==> src/rtl/pe_seq_pkg.sv <==
package pe_seq_pkg;

  typedef enum logic [2:0] {
    MODE_LOCKSTEP     = 3'd0,
    MODE_FLOW         = 3'd1,
    MODE_FLOW_BOUNDED = 3'd2,
    MODE_DEMAND       = 3'd3,
    MODE_FREE         = 3'd4
  } run_mode_e;

  // Unused codes fall back to the strictest rule.
  function automatic run_mode_e decode_mode(input logic [2:0] code);
    case (code)
      3'd1:    decode_mode = MODE_FLOW;
      3'd2:    decode_mode = MODE_FLOW_BOUNDED;
      3'd3:    decode_mode = MODE_DEMAND;
      3'd4:    decode_mode = MODE_FREE;
      default: decode_mode = MODE_LOCKSTEP;
    endcase
  endfunction

endpackage

==> src/rtl/seq_op_tracker.sv <==
module seq_op_tracker #(
  parameter int NLINK = 4
) (
  input  logic             clk,
  input  logic             rst_n,
  input  logic             run,
  input  logic             clr,
  input  logic [NLINK-1:0] op_en,
  input  logic [NLINK-1:0] op_done,
  output logic [NLINK-1:0] op_req,
  output logic             all_done
);

  logic [NLINK-1:0] got_q;
  logic [NLINK-1:0] got_d;
  logic [NLINK-1:0] complete;

  for (genvar j = 0; j < NLINK; j++) begin : g_link
    always_comb begin
      op_req[j]   = run & op_en[j] & ~got_q[j];
      complete[j] = ~op_en[j] | got_q[j] | op_done[j];
      if (clr) begin
        got_d[j] = 1'b0;
      end else begin
        got_d[j] = got_q[j] | (op_req[j] & op_done[j]);
      end
    end

    always_ff @(posedge clk or negedge rst_n) begin
      if (!rst_n) begin
        got_q[j] <= 1'b0;
      end else if (run) begin
        got_q[j] <= got_d[j];
      end
    end

    AST_REQ_HELD: assert property (@(posedge clk) disable iff (!rst_n)
      (op_req[j] && !op_done[j]) |=> op_req[j]) else $error("request dropped early");
    AST_REQ_RETIRED: assert property (@(posedge clk) disable iff (!rst_n)
      (op_req[j] && op_done[j] && !clr) |=> !op_req[j]) else $error("request not retired");
  end

  assign all_done = &complete;

endmodule

==> src/rtl/seq_step_timer.sv <==
module seq_step_timer #(
  parameter int DLY_W = 4
) (
  input  logic             clk,
  input  logic             rst_n,
  input  logic             run,
  input  logic             clr,
  input  logic             use_delay,
  input  logic             dly_en,
  input  logic [DLY_W-1:0] dly_val,
  output logic             expired
);

  localparam logic [DLY_W-1:0] STEP_MAX = {DLY_W{1'b1}};
  localparam logic [DLY_W-1:0] ONE      = {{(DLY_W-1){1'b0}}, 1'b1};

  logic [DLY_W-1:0] steps_q;
  logic [DLY_W-1:0] steps_d;
  logic [DLY_W-1:0] need;
  logic [DLY_W:0]   seen;

  always_comb begin
    if (use_delay && dly_en && (dly_val != '0)) begin
      need = dly_val;
    end else begin
      need = ONE;
    end
    seen    = {1'b0, steps_q} + {1'b0, ONE};
    expired = (seen >= {1'b0, need});
    if (clr) begin
      steps_d = '0;
    end else if (steps_q == STEP_MAX) begin
      steps_d = steps_q;
    end else begin
      steps_d = steps_q + ONE;
    end
  end

  always_ff @(posedge clk or negedge rst_n) begin
    if (!rst_n) begin
      steps_q <= '0;
    end else if (run) begin
      steps_q <= steps_d;
    end
  end

  AST_NO_EARLY_EXPIRY: assert property (@(posedge clk) disable iff (!rst_n)
    (run && !clr && !expired && !$isunknown(steps_q)) |=> (steps_q != '0)) else $error("count lost");

endmodule

==> src/rtl/seq_mode_gate.sv <==
module seq_mode_gate
  import pe_seq_pkg::*;
#(
  parameter int NLINK = 4,
  parameter int LVL_W = 3,
  parameter int BOUND = 2
) (
  input  run_mode_e              mode,
  input  logic [NLINK*LVL_W-1:0] out_level,
  input  logic [NLINK-1:0]       out_wait,
  input  logic [NLINK-1:0]       in_busy,
  output logic                   permit
);

  localparam logic [LVL_W-1:0] LIMIT = LVL_W'(BOUND);

  logic [NLINK-1:0] holds_data;
  logic [NLINK-1:0] over_limit;

  for (genvar j = 0; j < NLINK; j++) begin : g_link
    assign holds_data[j] = (out_level[j*LVL_W +: LVL_W] != '0);
    assign over_limit[j] = (out_level[j*LVL_W +: LVL_W] > LIMIT);
  end

  always_comb begin
    case (mode)
      MODE_FLOW:         permit = ~(|out_wait);
      MODE_FLOW_BOUNDED: permit = ~(|out_wait) & ~(|over_limit);
      MODE_DEMAND:       permit = (|out_wait) & ~(|over_limit);
      MODE_FREE:         permit = 1'b1;
      default:           permit = ~(|out_wait) & ~(|in_busy) & ~(|holds_data);
    endcase
  end

endmodule

==> src/rtl/pe_io_sequencer.sv <==
module pe_io_sequencer
  import pe_seq_pkg::*;
#(
  parameter int NLINK = 4,
  parameter int PC_W  = 4,
  parameter int DLY_W = 4,
  parameter int LVL_W = 3,
  parameter int BOUND = 2,
  localparam int WORD_W = 2*NLINK + DLY_W + 2
) (
  input  logic                   clk,
  input  logic                   rst_n,
  input  logic [2:0]             mode_sel,
  input  logic [PC_W-1:0]        loop_start,
  output logic [PC_W-1:0]        prog_addr,
  input  logic [WORD_W-1:0]      prog_word,
  output logic [NLINK-1:0]       rd_req,
  input  logic [NLINK-1:0]       rd_done,
  output logic [NLINK-1:0]       wr_req,
  input  logic [NLINK-1:0]       wr_done,
  input  logic [NLINK*LVL_W-1:0] out_level,
  input  logic [NLINK-1:0]       out_wait,
  input  logic [NLINK-1:0]       in_busy,
  output logic                   step_adv
);

  localparam int RD_LO   = 0;
  localparam int WR_LO   = NLINK;
  localparam int DEN_BIT = 2*NLINK;
  localparam int DLY_LO  = 2*NLINK + 1;
  localparam int END_BIT = 2*NLINK + DLY_W + 1;
  localparam logic [PC_W-1:0] PC_ONE = {{(PC_W-1){1'b0}}, 1'b1};

  // Captured configuration and sequencing state
  run_mode_e       mode_q, mode_d;
  logic [PC_W-1:0] loop_q, loop_d;
  logic [PC_W-1:0] pc_q, pc_d;
  logic            run_q;

  // Set word fields
  logic [NLINK-1:0] set_rd;
  logic [NLINK-1:0] set_wr;
  logic             set_den;
  logic [DLY_W-1:0] set_dly;
  logic             set_end;

  logic rd_all, wr_all, timer_ok, permit, advance;

  assign set_rd  = prog_word[RD_LO +: NLINK];
  assign set_wr  = prog_word[WR_LO +: NLINK];
  assign set_den = prog_word[DEN_BIT];
  assign set_dly = prog_word[DLY_LO +: DLY_W];
  assign set_end = prog_word[END_BIT];

  seq_op_tracker #(.NLINK(NLINK)) i_rd_track (
    .clk      (clk),
    .rst_n    (rst_n),
    .run      (run_q),
    .clr      (advance),
    .op_en    (set_rd),
    .op_done  (rd_done),
    .op_req   (rd_req),
    .all_done (rd_all)
  );

  seq_op_tracker #(.NLINK(NLINK)) i_wr_track (
    .clk      (clk),
    .rst_n    (rst_n),
    .run      (run_q),
    .clr      (advance),
    .op_en    (set_wr),
    .op_done  (wr_done),
    .op_req   (wr_req),
    .all_done (wr_all)
  );

  seq_step_timer #(.DLY_W(DLY_W)) i_timer (
    .clk       (clk),
    .rst_n     (rst_n),
    .run       (run_q),
    .clr       (advance),
    .use_delay (mode_q == MODE_FREE),
    .dly_en    (set_den),
    .dly_val   (set_dly),
    .expired   (timer_ok)
  );

  seq_mode_gate #(.NLINK(NLINK), .LVL_W(LVL_W), .BOUND(BOUND)) i_gate (
    .mode      (mode_q),
    .out_level (out_level),
    .out_wait  (out_wait),
    .in_busy   (in_busy),
    .permit    (permit)
  );

  assign advance = run_q & rd_all & wr_all & timer_ok & permit;

  // Next-state logic
  always_comb begin
    mode_d = mode_q;
    loop_d = loop_q;
    pc_d   = pc_q;
    if (!run_q) begin
      mode_d = decode_mode(mode_sel);
      loop_d = loop_start;
    end
    if (advance) begin
      if (set_end) begin
        pc_d = loop_q;
      end else begin
        pc_d = pc_q + PC_ONE;
      end
    end
  end

  // State registers
  always_ff @(posedge clk or negedge rst_n) begin
    if (!rst_n) begin
      mode_q <= MODE_LOCKSTEP;
      loop_q <= '0;
      pc_q   <= '0;
      run_q  <= 1'b0;
    end else begin
      run_q <= 1'b1;
      if (!run_q) begin
        mode_q <= mode_d;
        loop_q <= loop_d;
      end
      if (run_q) begin
        pc_q <= pc_d;
      end
    end
  end

  assign prog_addr = pc_q;
  assign step_adv  = advance;

  AST_IDLE_QUIET: assert property (@(posedge clk) disable iff (!rst_n)
    !run_q |-> (rd_req == '0 && wr_req == '0 && pc_q == '0)) else $error("idle not quiet");
  AST_CONFIG_FROZEN: assert property (@(posedge clk) disable iff (!rst_n)
    run_q |=> ($stable(mode_q) && $stable(loop_q))) else $error("config changed");
  AST_ADV_ALL_DONE: assert property (@(posedge clk) disable iff (!rst_n)
    step_adv |-> ((rd_req & ~rd_done) == '0 && (wr_req & ~wr_done) == '0)) else $error("advance with open op");
  AST_PC_HOLD: assert property (@(posedge clk) disable iff (!rst_n)
    !step_adv |=> $stable(prog_addr)) else $error("pc moved");
  AST_PC_NEXT: assert property (@(posedge clk) disable iff (!rst_n)
    (step_adv && !set_end) |=> (prog_addr == $past(prog_addr) + PC_ONE)) else $error("pc skip");
  AST_LOOP_BACK: assert property (@(posedge clk) disable iff (!rst_n)
    (step_adv && set_end) |=> (prog_addr == loop_q)) else $error("loop return");
  AST_LOCKSTEP_QUIET: assert property (@(posedge clk) disable iff (!rst_n)
    (step_adv && mode_q == MODE_LOCKSTEP) |-> (out_wait == '0 && in_busy == '0 && out_level == '0)) else $error("lockstep busy");

endmodule

==> config.mk <==
export PLATFORM = sky130hd
export DESIGN_NAME = pe_io_sequencer
export DESIGN_NICKNAME = d
export VERILOG_FILES = /design/src/rtl/pe_seq_pkg.sv /design/src/rtl/seq_op_tracker.sv /design/src/rtl/seq_step_timer.sv /design/src/rtl/seq_mode_gate.sv /design/src/rtl/pe_io_sequencer.sv
export SDC_FILE = /design/constraint.sdc
export NUM_CORES = 1
export LEC_CHECK = 0
export BUFFER_PORTS_ARGS = -buffer_cell sky130_fd_sc_hd__buf_2
export CORE_MARGIN = 2
export CORE_UTILIZATION = 40
export CTS_CLUSTER_SIZE = 28
export DETAILED_ROUTE_END_ITERATION = 10
export PLACE_DENSITY = 0.69
export RECOVER_POWER = 25
export SLEW_MARGIN = 20
export SYNTH_ARGS = -nofsm -noshare
export SYNTH_HDL_FRONTEND = slang
export SYNTH_SLANG_ARGS = --single-unit
==> constraint.sdc <==
create_clock -name clk -period 3.15 [get_ports clk]
set_input_delay 0.1575 -clock clk [delete_from_list [all_inputs] [get_ports clk]]
set_output_delay 0.1575 -clock clk [all_outputs]
set_load 0.05 [all_outputs]
==> impl_metrics.toml <==
[timing]
fin_ws_ns = 0.428
fin_crit_sh_pct = 86.4
final-setup-viol-count = 0
hold_violations = 0
finalSetupTns_ns = 0
rsz0062_at_grt = "false"
min_period_ns = 2.72
worstMarginPinSlew_ns = 1.29
drv_slew = 0
relSlewSlack_pct = 13.8
holdWs_ns = 0.102
finClkSkew_ns = 0.00292
timing.fmax_ghz = 0.367

[logic_synthesis]
avgSynthCellArea_um2 = 9.98
async_flop_share_pct = 100
synth-seq-cells = 24
ys.warnings.count = 0
synthDistinctLibCells = 43
ys.flop_type = "dfrtp_1"
synth_area_mm2 = 0.00148
syn_nets = 205
synth-edff-count = 0
synthCells = 148
yosysSeqAreaShare_pct = 40.6

[placement]
dp_worst_setup_slack_ns = 0.663
hpwlAfterDp_um = 2730
port_buffers = 63
gp_congestion = 0.748

[power_and_ir_drop]
power_mw = 1.35
p_leak_nw = 0.899
ir_drop_uv = 268
powerDensity_mw_per_mm2 = 703

[status]
status = "completed"

[clock_network]
numCtsBuffers = 3
cts.sinks = 24
cts.path.max_buffers = 2
clkTransAtPathRegs_ns = 0.09
cts_tree = "built"
cts.htree.levels = 1
post-cts-setup-buffers = 0
clk_latency_ns = 0.26
cts_root_buf = "clkbuf_8"

[floorplan]
initial_utilization_pct = 41.0
io_pins = 64
die_w_um = 64.8
fp.dieH_um = 64.8
coreArea_mm2 = 0.00361
rows = 22
die-area_mm2 = 0.00420

[layout]
nNetsFinal = 271
post-route-util_pct = 53.2
area_growth_pct = 29.8
final_common_cell = "buf_2"
mostFrequentLayoutCells = "buf_2, dfrtp_1, nor2_1"
diodes = 0
drive_above_1_share_pct = 39.0

[detailed_routing]
drtAntennaViolNets = 0
wirelength_um = 3420
vias = 1349
routed_via_density = 5.17
first_iter_violations = 57
avgRoutedWirePerCell_um = 13.1
drc_errors = 0
firstDrtPassIters = 6

[global_route]
overflow = 0
grt.total_usage_pct = 17.8
antenna_found_initial = 0
grt_pass1_wl_um = 5950
grt_max_degree = 25
grt_pass1_vias = 1445

[critical_path]
crit_slowest_cell = "dfrtp_1"
end_kind = "primary output"
cp.arrival_ns = 2.56
crit_type = "reg -> out"
crit_path_start = "mode_q[0]$_DFFE_PN0N_"
path_cells = "nor3b_2, and2_1, nand2_1, ha_1, o21ai_0, a21oi_1, nor3b_2, nor2_4, buf_2"
r2r_start = "mode_q[0]$_DFFE_PN0N_"
cp_common_cell = "nor3b_2"
crit_fanout = 16
cpPeakStageDelay_ns = 0.43
critPathRequiredTime_ns = 2.99
critPathLaunchType = "flop"

[run]
drv_cap = 0

[hold_path]
min-delay-start = "loop_start[0]"
hold_class = "in -> reg"
synthesized netlist by cell type, drive strengths merged, types with 4 or more instances:
library cell  count  area [um2]
a21oi             9        45.0
and3b             6        52.6
dfrtp            24         601
ha                6        75.1
mux2              7        78.8
nand2            16        60.1
nand3             6        35.0
nor2             19        86.3
nor3b             9        77.6
nor4              5        37.5
o21ai             6        30.0
xor2              4        35.0
timing repair:
item                      4_1_cts  5_1_grt
resized for setup               0        0
hold endpoints to repair       24        0
hold buffers                    1        0
state kept, by name (all words and copies together), names as in the netlist:
name              count
i_rd_track.got_q      4
loop_q                4
i_wr_track.got_q      4
prog_addr             4
mode_q                3
i_timer.steps_q       4
run_q                 1
metal layers:
layer	vias to the layer above	track usage, %	part of all wire (%)
met4	0	3.19	0.29
met1	615	21.4	42
met3	2	2.08	8.1
li1	667	-	-
met5	-	0	0
met2	65	33.9	49
worst paths after layout:
| path | end | slack (ns) | cells after the start |
|---|---|---|---|
| min in group asynchronous | run_q$_DFF_PN0_ | 0.70 | 2 |
| max in group asynchronous | i_timer.steps_q[2]$_DFFE_PN0P_ | 1.69 | 2 |
| min | loop_q[0]$_DFFE_PN0N_ | 0.10 | 2 |
| max reg2reg | prog_addr[0]$_DFFE_PN0P_ | 0.68 | 9 |
| max | step_adv | 0.43 | 9 |
| min reg2reg | loop_q[3]$_DFFE_PN0N_ | 0.51 | 1 |
per-stage QoR:
| stage | cells | instance area (um2) |
|---|---|---|
| 6_report | 261 | 1920 |
| 2_1_floorplan | 148 | 1480 |
| 5_1_grt | 261 | 1920 |
| 3_3_place_gp | 256 | 1840 |
| 4_1_cts | 261 | 1920 |
| 3_5_place_dp | 256 | 1840 |
cells by family after synthesis:
logic type | Yosys count | synth area share (%)
mux | 8 | 6.01
compound gates | 24 | 13.0
flops | 24 | 40.6
simple gates | 72 | 29.1
xor+xnor | 6 | 3.56
buf+inv | 7 | 2.29
other cells | 1 | 0.254
fa+ha+maj | 6 | 5.08
critical path, delay by kind of cell, from the launching register on:
family,cells,cell delay (ns)
flip-flops,1,0.43
AND/OR/NAND/NOR,5,1.02
adder cells (fa/ha/maj),1,0.26
AO/OA/AOI/OAI,2,0.22
buffers and inverters,1,0.34
power breakdown:
group | switching (mW) | internal, mW
clock | 0.0988 | 0.170
combinational | 0.345 | 0.232
sequential | 0.0921 | 0.411
total | 0.536 | 0.813
final cells by class:
type,instances,area (um2)
clock buffers,3,41.3
clock inverters,1,30.0
fillers,357,1690
inverters,3,11.3
multi-input cells,117,843
flip-flops and latches,24,601
well taps,48,60.1
repair buffers,65,332
(Power assumes the default switching activity.)
